### src/rtl/pic_cmd_pkg.sv
package pic_cmd_pkg;

  typedef enum logic [1:0] {
    SEQ_RUN    = 2'd0,
    SEQ_BASE   = 2'd1,
    SEQ_CASC   = 2'd2,
    SEQ_FOURTH = 2'd3
  } seq_t;

  // address-0 decode bits
  localparam int unsigned B_INIT   = 4;
  localparam int unsigned B_MODE   = 3;
  // initialization start bits
  localparam int unsigned B_NEED4  = 0;
  localparam int unsigned B_SINGLE = 1;
  localparam int unsigned B_LTIM   = 3;
  // fourth word bits
  localparam int unsigned B_SFNM   = 4;
  localparam int unsigned B_AEOI   = 1;
  // mode command bits
  localparam int unsigned B_POLL   = 2;
  localparam int unsigned B_RSEL_EN = 1;
  localparam int unsigned B_RSEL   = 0;
  localparam int unsigned B_SMM_EN = 6;
  localparam int unsigned B_SMM    = 5;

  // command codes in bits 7:5
  localparam logic [2:0] OP_ROT_OFF  = 3'd0;
  localparam logic [2:0] OP_EOI      = 3'd1;
  localparam logic [2:0] OP_NOP      = 3'd2;
  localparam logic [2:0] OP_SPEC_EOI = 3'd3;
  localparam logic [2:0] OP_ROT_ON   = 3'd4;
  localparam logic [2:0] OP_EOI_ROT  = 3'd5;
  localparam logic [2:0] OP_SET_PRI  = 3'd6;
  localparam logic [2:0] OP_SPEC_ROT = 3'd7;

endpackage

### src/rtl/pic_prio_pick.sv
module pic_prio_pick #(
  parameter int DW = 8,
  localparam int LW = $clog2(DW)
) (
  input  logic [DW-1:0] vec_i,
  input  logic [LW-1:0] off_i,
  output logic          found_o,
  output logic [LW-1:0] line_o
);
  // first set bit scanning upward from off_i, wrapping
  always_comb begin
    found_o = 1'b0;
    line_o  = '0;
    for (int i = DW - 1; i >= 0; i--) begin
      logic [LW-1:0] idx;
      idx = off_i + LW'(i);
      if (vec_i[idx]) begin
        found_o = 1'b1;
        line_o  = idx;
      end
    end
  end
endmodule

### src/rtl/pic_init_seq.sv
module pic_init_seq
  import pic_cmd_pkg::*;
#(
  parameter int DW = 8,
  localparam int LW = $clog2(DW)
) (
  input  logic          clk,
  input  logic          rst_n,
  input  logic          start_i,
  input  logic          wr1_i,
  input  logic [DW-1:0] wdata_i,
  output logic          mask_we_o,
  output logic          need4_o,
  output logic          single_o,
  output logic          ltim_o,
  output logic          sfnm_o,
  output logic          aeoi_o,
  output logic [DW-1:0] base_o
);
  localparam logic [DW-1:0] BASE_KEEP = {{(DW-LW){1'b1}}, {LW{1'b0}}};

  seq_t seq_q, seq_n;
  logic need4_q, need4_n, single_q, single_n, ltim_q, ltim_n;
  logic sfnm_q, sfnm_n, aeoi_q, aeoi_n;
  logic [DW-1:0] base_q, base_n;
  logic unused_bits;

  assign unused_bits = ^wdata_i;
  assign mask_we_o = wr1_i && !start_i && (seq_q == SEQ_RUN);

  always_comb begin
    seq_n    = seq_q;
    need4_n  = need4_q;
    single_n = single_q;
    ltim_n   = ltim_q;
    sfnm_n   = sfnm_q;
    aeoi_n   = aeoi_q;
    base_n   = base_q;
    if (start_i) begin
      seq_n    = SEQ_BASE;
      need4_n  = wdata_i[B_NEED4];
      single_n = wdata_i[B_SINGLE];
      ltim_n   = wdata_i[B_LTIM];
      sfnm_n   = 1'b0;
      aeoi_n   = 1'b0;
      base_n   = '0;
    end else if (wr1_i) begin
      case (seq_q)
        SEQ_BASE: begin
          base_n = wdata_i & BASE_KEEP;
          if (single_q) seq_n = need4_q ? SEQ_FOURTH : SEQ_RUN;
          else          seq_n = SEQ_CASC;
        end
        SEQ_CASC:   seq_n = need4_q ? SEQ_FOURTH : SEQ_RUN;
        SEQ_FOURTH: begin
          sfnm_n = wdata_i[B_SFNM];
          aeoi_n = wdata_i[B_AEOI];
          seq_n  = SEQ_RUN;
        end
        default: seq_n = SEQ_RUN;
      endcase
    end
  end

  always_ff @(posedge clk or negedge rst_n) begin
    if (!rst_n) begin
      seq_q    <= SEQ_RUN;
      need4_q  <= 1'b0;
      single_q <= 1'b0;
      ltim_q   <= 1'b0;
      sfnm_q   <= 1'b0;
      aeoi_q   <= 1'b0;
      base_q   <= '0;
    end else begin
      seq_q    <= seq_n;
      need4_q  <= need4_n;
      single_q <= single_n;
      ltim_q   <= ltim_n;
      sfnm_q   <= sfnm_n;
      aeoi_q   <= aeoi_n;
      base_q   <= base_n;
    end
  end

  assign need4_o  = need4_q;
  assign single_o = single_q;
  assign ltim_o   = ltim_q;
  assign sfnm_o   = sfnm_q;
  assign aeoi_o   = aeoi_q;
  assign base_o   = base_q;
endmodule

### src/rtl/pic_cmd_port.sv
module pic_cmd_port
  import pic_cmd_pkg::*;
#(
  parameter int DW = 8,
  localparam int LW = $clog2(DW)
) (
  input  logic          clk,
  input  logic          rst_n,
  input  logic          wr_en,
  input  logic          rd_en,
  input  logic          addr,
  input  logic [DW-1:0] wdata,
  output logic [DW-1:0] rdata,
  input  logic [DW-1:0] req_i,
  input  logic          win_valid_i,
  input  logic [LW-1:0] win_line_i,
  input  logic          inta_i,
  output logic          init_o,
  output logic          need4_o,
  output logic          single_o,
  output logic          ltim_o,
  output logic          sfnm_o,
  output logic          aeoi_o,
  output logic          rot_aeoi_o,
  output logic          spec_mask_o,
  output logic [DW-1:0] base_o,
  output logic [DW-1:0] mask_o,
  output logic [LW-1:0] offset_o,
  output logic [DW-1:0] isr_o,
  output logic          ack_o,
  output logic [LW-1:0] ack_line_o,
  output logic          eoi_o,
  output logic [LW-1:0] eoi_line_o
);
  localparam logic [LW-1:0] ONE = {{(LW-1){1'b0}}, 1'b1};

  logic wr0, wr1, is_init, is_mode, is_cmd, mask_we, accept;
  logic [2:0]    op;
  logic [LW-1:0] op_line;
  logic          pick_found;
  logic [LW-1:0] pick_line;

  logic [DW-1:0] mask_q, mask_n, isr_q, isr_n, rdata_q, rdata_n, set_v, clr_v;
  logic [LW-1:0] off_q, off_n, ackl_q, ackl_n, eoil_q, eoil_n;
  logic poll_q, poll_n, rsel_q, rsel_n, smm_q, smm_n, rot_q, rot_n;
  logic init_q, init_n, ack_q, ack_n, eoi_q, eoi_n;

  assign wr0     = wr_en && !addr;
  assign wr1     = wr_en && addr;
  assign is_init = wr0 && wdata[B_INIT];
  assign is_mode = wr0 && !wdata[B_INIT] && wdata[B_MODE];
  assign is_cmd  = wr0 && !wdata[B_INIT] && !wdata[B_MODE];
  assign op      = wdata[7:5];
  assign op_line = wdata[LW-1:0];
  assign accept  = win_valid_i && (inta_i || (rd_en && poll_q));

  pic_init_seq #(.DW(DW)) u_seq (
    .clk      (clk),
    .rst_n    (rst_n),
    .start_i  (is_init),
    .wr1_i    (wr1),
    .wdata_i  (wdata),
    .mask_we_o(mask_we),
    .need4_o  (need4_o),
    .single_o (single_o),
    .ltim_o   (ltim_o),
    .sfnm_o   (sfnm_o),
    .aeoi_o   (aeoi_o),
    .base_o   (base_o)
  );

  pic_prio_pick #(.DW(DW)) u_pick (
    .vec_i  (isr_q),
    .off_i  (off_q),
    .found_o(pick_found),
    .line_o (pick_line)
  );

  always_comb begin
    mask_n  = mask_q;
    off_n   = off_q;
    poll_n  = poll_q;
    rsel_n  = rsel_q;
    smm_n   = smm_q;
    rot_n   = rot_q;
    ackl_n  = ackl_q;
    eoil_n  = eoil_q;
    rdata_n = rdata_q;
    ack_n   = 1'b0;
    eoi_n   = 1'b0;
    init_n  = 1'b0;
    set_v   = '0;
    clr_v   = '0;

    if (accept) begin
      ack_n  = 1'b1;
      ackl_n = win_line_i;
      if (!aeoi_o)    set_v[win_line_i] = 1'b1;
      else if (rot_q) off_n = win_line_i + ONE;
    end

    if (rd_en) begin
      if (poll_q) begin
        rdata_n = win_valid_i ? {1'b1, {(DW-1-LW){1'b0}}, win_line_i} : '0;
        poll_n  = 1'b0;
      end else if (addr) begin
        rdata_n = mask_q;
      end else begin
        rdata_n = rsel_q ? isr_q : req_i;
      end
    end

    if (mask_we) mask_n = wdata;

    if (is_mode) begin
      if (wdata[B_POLL])    poll_n = 1'b1;
      if (wdata[B_RSEL_EN]) rsel_n = wdata[B_RSEL];
      if (wdata[B_SMM_EN])  smm_n  = wdata[B_SMM];
    end

    if (is_cmd) begin
      case (op)
        OP_ROT_OFF, OP_ROT_ON: rot_n = wdata[7];
        OP_EOI, OP_EOI_ROT: begin
          if (pick_found) begin
            clr_v[pick_line] = 1'b1;
            eoi_n  = 1'b1;
            eoil_n = pick_line;
            if (op == OP_EOI_ROT) off_n = pick_line + ONE;
          end
        end
        OP_SPEC_EOI: begin
          clr_v[op_line] = 1'b1;
          eoi_n  = 1'b1;
          eoil_n = op_line;
        end
        OP_SET_PRI: off_n = op_line + ONE;
        OP_SPEC_ROT: begin
          clr_v[op_line] = 1'b1;
          eoi_n  = 1'b1;
          eoil_n = op_line;
          off_n  = op_line + ONE;
        end
        default: ;
      endcase
    end

    isr_n = (isr_q & ~clr_v) | set_v;

    if (is_init) begin
      init_n = 1'b1;
      isr_n  = '0;
      mask_n = '0;
      off_n  = '0;
      poll_n = 1'b0;
      rsel_n = 1'b0;
      smm_n  = 1'b0;
      rot_n  = 1'b0;
    end
  end

  always_ff @(posedge clk or negedge rst_n) begin
    if (!rst_n) begin
      mask_q  <= '0;
      isr_q   <= '0;
      off_q   <= '0;
      poll_q  <= 1'b0;
      rsel_q  <= 1'b0;
      smm_q   <= 1'b0;
      rot_q   <= 1'b0;
      ackl_q  <= '0;
      eoil_q  <= '0;
      rdata_q <= '0;
      ack_q   <= 1'b0;
      eoi_q   <= 1'b0;
      init_q  <= 1'b0;
    end else begin
      mask_q  <= mask_n;
      isr_q   <= isr_n;
      off_q   <= off_n;
      poll_q  <= poll_n;
      rsel_q  <= rsel_n;
      smm_q   <= smm_n;
      rot_q   <= rot_n;
      ackl_q  <= ackl_n;
      eoil_q  <= eoil_n;
      rdata_q <= rdata_n;
      ack_q   <= ack_n;
      eoi_q   <= eoi_n;
      init_q  <= init_n;
    end
  end

  assign rdata       = rdata_q;
  assign init_o      = init_q;
  assign rot_aeoi_o  = rot_q;
  assign spec_mask_o = smm_q;
  assign mask_o      = mask_q;
  assign offset_o    = off_q;
  assign isr_o       = isr_q;
  assign ack_o       = ack_q;
  assign ack_line_o  = ackl_q;
  assign eoi_o       = eoi_q;
  assign eoi_line_o  = eoil_q;
endmodule

### config.mk
export PLATFORM = sky130hd
export DESIGN_NAME = pic_cmd_port
export DESIGN_NICKNAME = d
export VERILOG_FILES = /design/src/rtl/pic_cmd_pkg.sv /design/src/rtl/pic_prio_pick.sv /design/src/rtl/pic_init_seq.sv /design/src/rtl/pic_cmd_port.sv
export SDC_FILE = /design/constraint.sdc
export NUM_CORES = 1
export LEC_CHECK = 0
export ABC_AREA = 0
export CORE_MARGIN = 2
export CORE_UTILIZATION = 42
export DETAILED_ROUTE_END_ITERATION = 12
export MAX_ROUTING_LAYER = met4
export PLACE_DENSITY_LB_ADDON = 0.15
export SETUP_SLACK_MARGIN = 0.3
export SLEW_MARGIN = 20
export SYNTH_ARGS = -nofsm -noshare
export SYNTH_HDL_FRONTEND = slang
export SYNTH_SLANG_ARGS = --single-unit
export TNS_END_PERCENT = 100
### constraint.sdc
create_clock -name clk -period 3.6 [get_ports clk]
set_input_delay 0.72 -clock clk [delete_from_list [all_inputs] [get_ports clk]]
set_output_delay 0.72 -clock clk [all_outputs]
set_load 0.005 [all_outputs]
==> impl_results.md, run 1 <==
* Xor/xnor cell area share of the yosys netlist at 0.0156
* Final Setup Violations at 0
* DP HPWL at 7.98 mm
* Vias per inst at about 6
* Status: finished clean
* Hold Crit Class: reg -> reg
* CP Launch Type: register
* Worst Clk Skew at around 8.4 ps
* Worst slew pin tran at 828 ps
* Final setup TNS at 0 ps
* Register Area at between 1000 and 1500 µm²
* Sequential area share after synthesis at 0.338
* First-pass GRT wire length at approximately 18 mm
* DIE HEIGHT at about 100 µm
* Vias in the first global route at 3482
* RR Startpoint: offset_o[0]
* Lkg Pwr at about 1.8 nW
* Post-CTS sizing at 0
* Post-synth EDFFs at 0
* I/O pin cnt at 77
* Simple-gate share of the synthesized area at 0.177
* Synth Area in Compound Gates at 0.225
* Vias at about 3600
* Worst setup path startpoint: offset_o[0]
* Max_cap viols at 0
* Mapped Area at slightly below 4000 µm²
* Worst reg2reg path endpoint: offset_o[1]
* Initial detailed-routing violation count at just under 300
* Port Buffers at between 70 and 80
* Reg-to-reg slack, setup at between 500 and 600 ps
* Area of the multi-input gates at ~2300 µm²
* Adder-Cell Fraction of Synth Area at 0.0292
* Fmax at between 300 and 400 MHz
* Clock Path Buffers at 2
* Post-synthesis mux area share at 0.137
* Main combinational cell family by area after synthesis: compound AO/OA/AOI/OAI gates
* Share of flip-flops with an asynchronous set or reset at 1.00
* Area contributors post-synth: dfrtp_1 (34%), mux4_2 (5.8%), nand2_1 (4.6%)
* Total grt overflow at 0
* Die width at 99.8 µm
* YS warnings at 0
* Site Rows at 34
* Initial antenna violation count at 0
* Slew Viols, Final at 0
* Die ar. at 9960 µm²
* Req. time, crit path at 3820 ps
* Tot GR Track Use at 0.235
* Reg2Reg Depth at 11
* Clk slew on worst S/H paths at ~100 ps
* CTS tree: yes
* WL final at ~11 mm
* Share of the synthesized area in the top cell type at 0.338
* First drt pass iteration count at 5
* # DRC at 0
* TritonCTS buffer count at 5
* Critical Path Sink Type: register
* Count leader, synth: dfrtp_1
* Htree depth at 2
* Core area at between 8000 and 9000 µm²
* RSZ-0062 raised after global routing: false
* Largest net degree at the start of global routing at 36
* Post-CTS Setup Inserts at 0
* Core Util, Final at 0.542
* Final period utilization at 0.857
* Pwr/cell area at just under 400 nW/µm²
* CP Capture Point: offset_o[1]
* Clock Sinks at 52
* Syn-to-layout area delta at 23.8%
* Later-pin clock latency in the skew report at between 300 and 400 ps
* FILL cells at approximately 840
* CTS hold repair buffers at 0
* Initial Util at 0.438
* Fin. Hold Viols at 0
* Dominant synthesized flop cell: dfrtp_1
* Fin nets at 525
* Critical-path maximum fanout at 18
* Yosys top cell by area: dfrtp_1
* Layout cells sized above 1 at 0.120
* Max VDD drop at around 0.19 mV
* #FFs+latches synth at 52
* Worst slew margin at 0.448
* List of most frequent post-synthesis cells: dfrtp_1 (52), nand2_1 (47), o21ai_0 (27)
* WS Path Type: reg -> reg
* N_diodes at 0
* Placer Congestion at 0.924
* Routed wire length per instance at between 15 and 20 µm
* Post-route minimum period at about 3100 ps
* Post-synthesis cell count at between 400 and 500
* Critical Path AT at about 3300 ps
* Root buf cell: clkbuf_8
* Post-synth cell types at 72
* Antenna-violating nets left at 0
* Synthesized area per cell at 8.84 µm²
area by class of cell:
type                    count  share of cell area
well taps                 108              0.0283
inverters                  30              0.0239
flip-flops and latches     52               0.273
multi-input cells         317               0.482
clock inverters             3             0.00892
repair buffers             84               0.169
clock buffers               5              0.0144
sequential cells by signal (all words and copies together) (netlist names), 2 cells and up:
| name | flops |
|---|---|
| rdata | 8 |
| eoi_line_o | 3 |
| u_seq.base_o | 5 |
| ack_line_o | 3 |
| offset_o | 3 |
| isr_o | 8 |
| u_seq.seq_q | 2 |
| mask_o | 8 |
critical path: stages, from the launching register on:
cell,delay [ps]
dfrtp_1,350
buf_4,290
ha_1,360
xor2_2,330
mux2i_4,330
o21ai_1,140
o21bai_1,210
a21oi_4,280
inv_2,110
ha_1,290
o21ai_0,80
a311oi_1,230
through the flow:
| step | total power, mW | std cells | cell area [µm²] | hold slack, ps | setup slack [ps] |
|---|---|---|---|---|---|
| 3_5_place_dp | 1.47 | 591 | 4630 | 467 | 432 |
| 6_report | 1.89 | 599 | 4770 | 480 | 514 |
| 2_1_floorplan | 1.16 | 438 | 3870 | 424 | 315 |
| 5_1_grt | 2.01 | 599 | 4770 | 512 | 301 |
| 3_3_place_gp | 1.46 | 591 | 4630 | 461 | 512 |
| 4_1_cts | 1.88 | 599 | 4740 | 488 | 416 |
routing by layer:
metal	track usage	part of all wire	vias up
met3	0.0313	0.058	13
met1	0.335	0.47	1775
met4	0.0400	0.0090	0
met5	-	0	-
met2	0.366	0.47	125
li1	-	-	1697
cell families after synthesis:
logic type	after synthesis
AND/OR/NAND/NOR	137
AO/OA/AOI/OAI	126
buffers and inverters	69
flip-flops	52
multiplexers	36
adder cells (fa/ha/maj)	9
XOR/XNOR	6
other	1
power by group:
| group | leakage (nW) | switching (mW) | internal (mW) | total [mW] |
|---|---|---|---|---|
| logic | 1.16 | 0.357 | 0.375 | 0.732 |
| registers | 0.630 | 0.0855 | 0.671 | 0.757 |
| clock network | 0.0541 | 0.200 | 0.206 | 0.406 |
| total | 1.85 | 0.642 | 1.25 | 1.89 |
layout by cell type, fill, tap and decap left out, drive strengths merged, types with 4 or more instances in the layout:
cell           count
nor2b              8
a31oi             16
nor2              20
buf               12
inv               29
and2               6
ha                 9
nand2             47
a22oi              5
a22o              11
o2bb2ai            4
nand3             24
dfrtp             52
o21ai             30
o211ai             4
a21oi             22
mux4              11
mux2i             17
a211oi             9
mux2               8
nor3              10
xnor2              4
clkdlybuf4s50     72
clkbuf             5
worst min-delay path by stage:
| stage | from | end | slack, ps | cells past startpoint |
|---|---|---|---|---|
| floorplan | rst_n | ack_line_o[0] | 420 | 0 |
| global placement | ack_line_o[2] | ack_line_o[2] | 460 | 2 |
| detailed placement | ack_line_o[0] | ack_line_o[0] | 470 | 2 |
| CTS | ack_line_o[0] | ack_line_o[0] | 490 | 2 |
| global route | ack_line_o[0] | ack_line_o[0] | 510 | 2 |
| finish | ack_line_o[0] | ack_line_o[0] | 480 | 2 |
No activity file was read; power rests on OpenSTA's default activity.
==> run 2, diff against run 1 <==
- CORE_UTILIZATION: 42 -> 25
==> impl_results.md, run 2 (synthesis results as in run 1) <==
* Status: finished clean
* TritonCTS buffer count at 5
* Total grt overflow at 0
* Worst Path Buf+Inv at 2
* Core Util, Final at 0.328
* Reg-to-reg slack, setup at between 400 and 500 ps
* Later-pin clock latency in the skew report at 300 ps
* Layout cells sized above 1 at 0.129
* RR Startpoint: offset_o[1]
* Worst slew margin at 0.505
* Initial antenna violation count at 0
* Slew Viols, Final at 0
* I/O pin cnt at 77
* Hold Crit Class: in -> async
* # DRC at 0
* Worst-path cell chain: buf_4, ha_1, xor2_2, mux2i_4, o21ai_1, o311ai_1, a21oi_4, inv_2, ha_1, o21ai_0, a311oi_1
* Core area at 15100 µm²
* Critical path's slowest cell: o311ai_1
* Clk slew on worst S/H paths at 80 ps
* DP HPWL at just over 9 mm
* Final non-filler cell total at a little under 700
* Antenna-violating nets left at 0
* CTS tree: yes
* CP peak stage delay at around 440 ps
* Site Rows at between 40 and 50
* Critical Path Sink Type: register
* Dpl cells at roughly 680
* Final period utilization at 0.864
* Clock Sinks at 52
* Final setup TNS at 0 ps
* First drt pass iteration count at 5
* Post-CTS Setup Inserts at 0
* Critical-path maximum fanout at 17
* First-pass GRT wire length at approximately 20 mm
* N_diodes at 0
* Initial Util at 0.255
* Worst slew pin tran at between 700 and 800 ps
* FILL cells at roughly 1600
* Vias per inst at about 5.2
* Initial detailed-routing violation count at roughly 200
* Routed wire length per instance at ~18 µm
* CP Launch Type: register
* Worst setup margin at 488 ps
* Area of the multi-input gates at 2290 µm²
* Worst setup path startpoint: offset_o[1]
* RSZ-0062 raised after global routing: false
* Tot GR Track Use at 0.157
* Pwr/cell area at around 410 nW/µm²
* Req. time, crit path at 3750 ps
* Die width at 128 µm
* Fmax at 321 MHz
* Worst Clk Skew at ~10 ps
* Placer Congestion at between 0.8 and 0.9
* Post-route minimum period at about 3100 ps
* Root buf cell: clkbuf_16
* Max_cap viols at 0
* Register Area at approximately 1300 µm²
* Cell mode on critical path: ha_1
* Post-CTS sizing at 0
* Largest net degree at the start of global routing at 29
* Leading cell type in the layout, fill and taps excluded: clkdlybuf4s50_1
* Fin. Hold Viols at 0
* CTS hold repair buffers at 0
* Largest delay share family, worst path: compound AO/OA/AOI/OAI gates
* Fin nets at 530
* Port Buffers at 73
* DIE HEIGHT at around 130 µm
* Place WS at 405 ps
* Die ar. at around 16000 µm²
* Lkg Pwr at 1.90 nW
* WS Path Type: reg -> reg
* Htree depth at 2
* Vias at roughly 3600
* Commonest non-fill, non-tap cells in the layout: clkdlybuf4s50_1 (72), dfrtp_1 (51), nand2_1 (47), o21ai_0 (27), inv_1 (26)
* Critical Path AT at between 3000 and 4000 ps
* Final Setup Violations at 0
* Syn-to-layout area delta at 28.7%
* Clock Path Buffers at 2
* Max VDD drop at 0.208 mV
* WL final at 12.3 mm
* Vias in the first global route at between 3000 and 4000
## run 2: cell type report
class | count | share of cell area
timing repair buffer | 89 | 0.170
clock inverter | 3 | 0.0101
inverter | 30 | 0.0230
sequential | 52 | 0.263
multi-input combinational | 317 | 0.461
clock buffer | 5 | 0.0252
tap | 188 | 0.0474
## run 2: through the flow
step	total power, mW	hold slack [ps]	instance area, µm²
4_1_cts	2.08	353	4940
6_report	2.06	342	4960
2_1_floorplan	1.16	424	3870
3_3_place_gp	1.49	469	4770
5_1_grt	2.19	377	4960
3_5_place_dp	1.49	470	4770
## run 2: final timing paths
check                                   to  cells past startpoint
max                            offset_o[1]                     11
min                        u_seq.base_o[4]                      1
max reg2reg                    offset_o[1]                     11
min reg2reg                  ack_line_o[1]                      2
max in group asynchronous      offset_o[2]                      2
min in group clk             ack_line_o[1]                      2
## run 2: where the power goes
part	leakage, nW	switching (mW)	internal [mW]
clock	0.0863	0.236	0.336
sequential	0.630	0.0906	0.672
combinational	1.18	0.355	0.369
total	1.90	0.682	1.38
## run 2: routing by layer
metal	global-route usage	share of wire
met5	-	0
met4	0.0310	0.012
met3	0.0209	0.039
met2	0.255	0.48
met1	0.212	0.47
## run 2: worst register-to-register path: cells and delay by family, from the launching register on
family | cells | cell delay (ps)
AO/OA/AOI/OAI | 5 | 970
XOR/XNOR | 1 | 340
adder cells (fa/ha/maj) | 2 | 570
buffers and inverters | 2 | 390
flip-flops | 1 | 370
multiplexers | 1 | 340
==> run 3, diff against run 2 <==
- CORE_UTILIZATION: 25 -> 30
- SKIP_LAST_GASP: not set -> 1
==> impl_results.md, run 3 (synthesis results as in run 1) <==
* RR Startpoint: offset_o[1]
* Pwr/cell area at ~410 nW/µm²
* Fin. Hold Viols at 0
* Layout cells sized above 1 at 0.127
* DP HPWL at approximately 8.7 mm
* Core area at 12600 µm²
* Vias in the first global route at 3470
* Status: finished clean
* Critical path's slowest cell: mux4_2
* Fmax at 325 MHz
* Port Buffers at 73
* First drt pass iteration count at 4
* CP peak stage delay at between 300 and 400 ps
* Leading cell type in the layout, fill and taps excluded: clkdlybuf4s50_1
* Die ar. at roughly 14000 µm²
* Final period utilization at 0.855
* TritonCTS buffer count at 5
* Final Setup Violations at 0
* Req. time, crit path at 3760 ps
* Final non-filler cell total at 667
* RSZ-0062 raised after global routing: false
* Worst slew pin tran at between 700 and 800 ps
* Clock Path Buffers at 2
* Worst hold stages at 2
* Routed wire length per instance at around 18 µm
* I/O pin cnt at 77
* Critical Path Sink Type: register
* Reg2Reg Depth at 11
* WL final at between 10 and 15 mm
* Lkg Pwr at 1.89 nW
* Vias at around 3600
* Critical Path AT at around 3200 ps
* Critical-path maximum fanout at 9
* Antenna-violating nets left at 0
* Htree depth at 2
* Reg-to-reg slack, setup at ~520 ps
* Worst Clk Skew at 7.63 ps
* CTS tree: yes
* Tot GR Track Use at 0.177
* Clock Sinks at between 50 and 60
* Worst-path cell chain: clkinv_2, ha_4, mux4_2, mux2i_2, o21ai_1, a221o_1, a31oi_2, inv_2, ha_1, o21ai_0, a311oi_1
* Commonest non-fill, non-tap cells in the layout: clkdlybuf4s50_1 (72), dfrtp_1 (52), nand2_1 (47), o21ai_0 (27), inv_1 (26)
* Vias per inst at approximately 5.4
* Worst hold margin at ~480 ps
* First-pass GRT wire length at roughly 19 mm
* Dpl cells at ~660
* Placer Congestion at 0.850
* CTS hold repair buffers at 0
* Post-route minimum period at between 3000 and 4000 ps
* Later-pin clock latency in the skew report at approximately 300 ps
* Fin nets at about 530
* Max_cap viols at 0
* Total design power at around 2.0 mW
* Die width at between 100 and 150 µm
* Worst slew margin at 0.487
* Final setup TNS at 0 ps
* Largest net degree at the start of global routing at 34
* N_diodes at 0
* Site Rows at 41
* Syn-to-layout area delta at 28.1%
* WS Path Type: reg -> reg
* DIE HEIGHT at about 120 µm
* CP Launch Type: register
* Hold_sp: ack_line_o[1]
* Initial detailed-routing violation count at 237
* WHS Endpoint: ack_line_o[1]
* Total grt overflow at 0
* Clk slew on worst S/H paths at roughly 70 ps
* Core Util, Final at 0.393
* Root buf cell: clkbuf_16
* Initial antenna violation count at 0
* Initial Util at 0.307
* Hold Crit Class: reg -> reg
* # DRC at 0
* Slew Viols, Final at 0
* Worst reg2reg path endpoint: offset_o[1]
* Max VDD drop at roughly 0.19 mV
## run 3: repair_timing
action	in CTS	in global routing
endpoints found under the hold margin	0	0
setup buffers	0	2
gates resized for setup	0	6
endpoints found under the setup margin	0	6
## run 3: through the flow
| stage | setup WS, ps | cell area, µm² |
|---|---|---|
| 4_1_cts | 399 | 4880 |
| 3_5_place_dp | 403 | 4730 |
| 3_3_place_gp | 454 | 4730 |
| 5_1_grt | 307 | 4940 |
| 2_1_floorplan | 315 | 3870 |
| 6_report | 523 | 4940 |
## run 3: per-layer routing
| layer | up-vias | global-route usage | part of all wire |
|---|---|---|---|
| met1 | 1779 | 0.242 | 0.47 |
| met4 | 0 | 0.0361 | 0.010 |
| li1 | 1708 | - | - |
| met5 | - | - | 0 |
| met3 | 13 | 0.0272 | 0.045 |
| met2 | 95 | 0.281 | 0.47 |
## run 3: cell type report
| class | count | area (µm²) |
|---|---|---|
| inverter | 30 | 114 |
| clock buffer | 6 | 139 |
| fill | 1267 | 7630 |
| tap | 172 | 215 |
| multi-input combinational | 317 | 2320 |
| clock inverter | 2 | 13.8 |
| sequential | 52 | 1300 |
| timing repair buffer | 88 | 838 |
## run 3: worst max-delay path, delay by kind of cell (launching register included)
kind | cells | cell delay, ps
flip-flops | 1 | 360
adder cells (fa/ha/maj) | 2 | 660
AO/OA/AOI/OAI | 5 | 1000
multiplexers | 2 | 670
buffers and inverters | 2 | 260
## run 3: worst max-delay path by stage
stage	start	to	slack (ps)	depth (start not counted)
2_1_floorplan	offset_o[1]	offset_o[1]	310	14
3_3_place_gp	wr_en	isr_o[1]	450	8
3_5_place_dp	offset_o[1]	offset_o[1]	400	11
4_1_cts	offset_o[1]	offset_o[1]	400	11
5_1_grt	offset_o[1]	offset_o[1]	310	11
6_report	offset_o[1]	offset_o[1]	520	11
## run 3: where the power goes
part	total [mW]	internal, mW	switching, mW
Combinational	0.737	0.377	0.359
Sequential	0.762	0.672	0.0904
Clock	0.508	0.279	0.229
Total	2.01	1.33	0.679
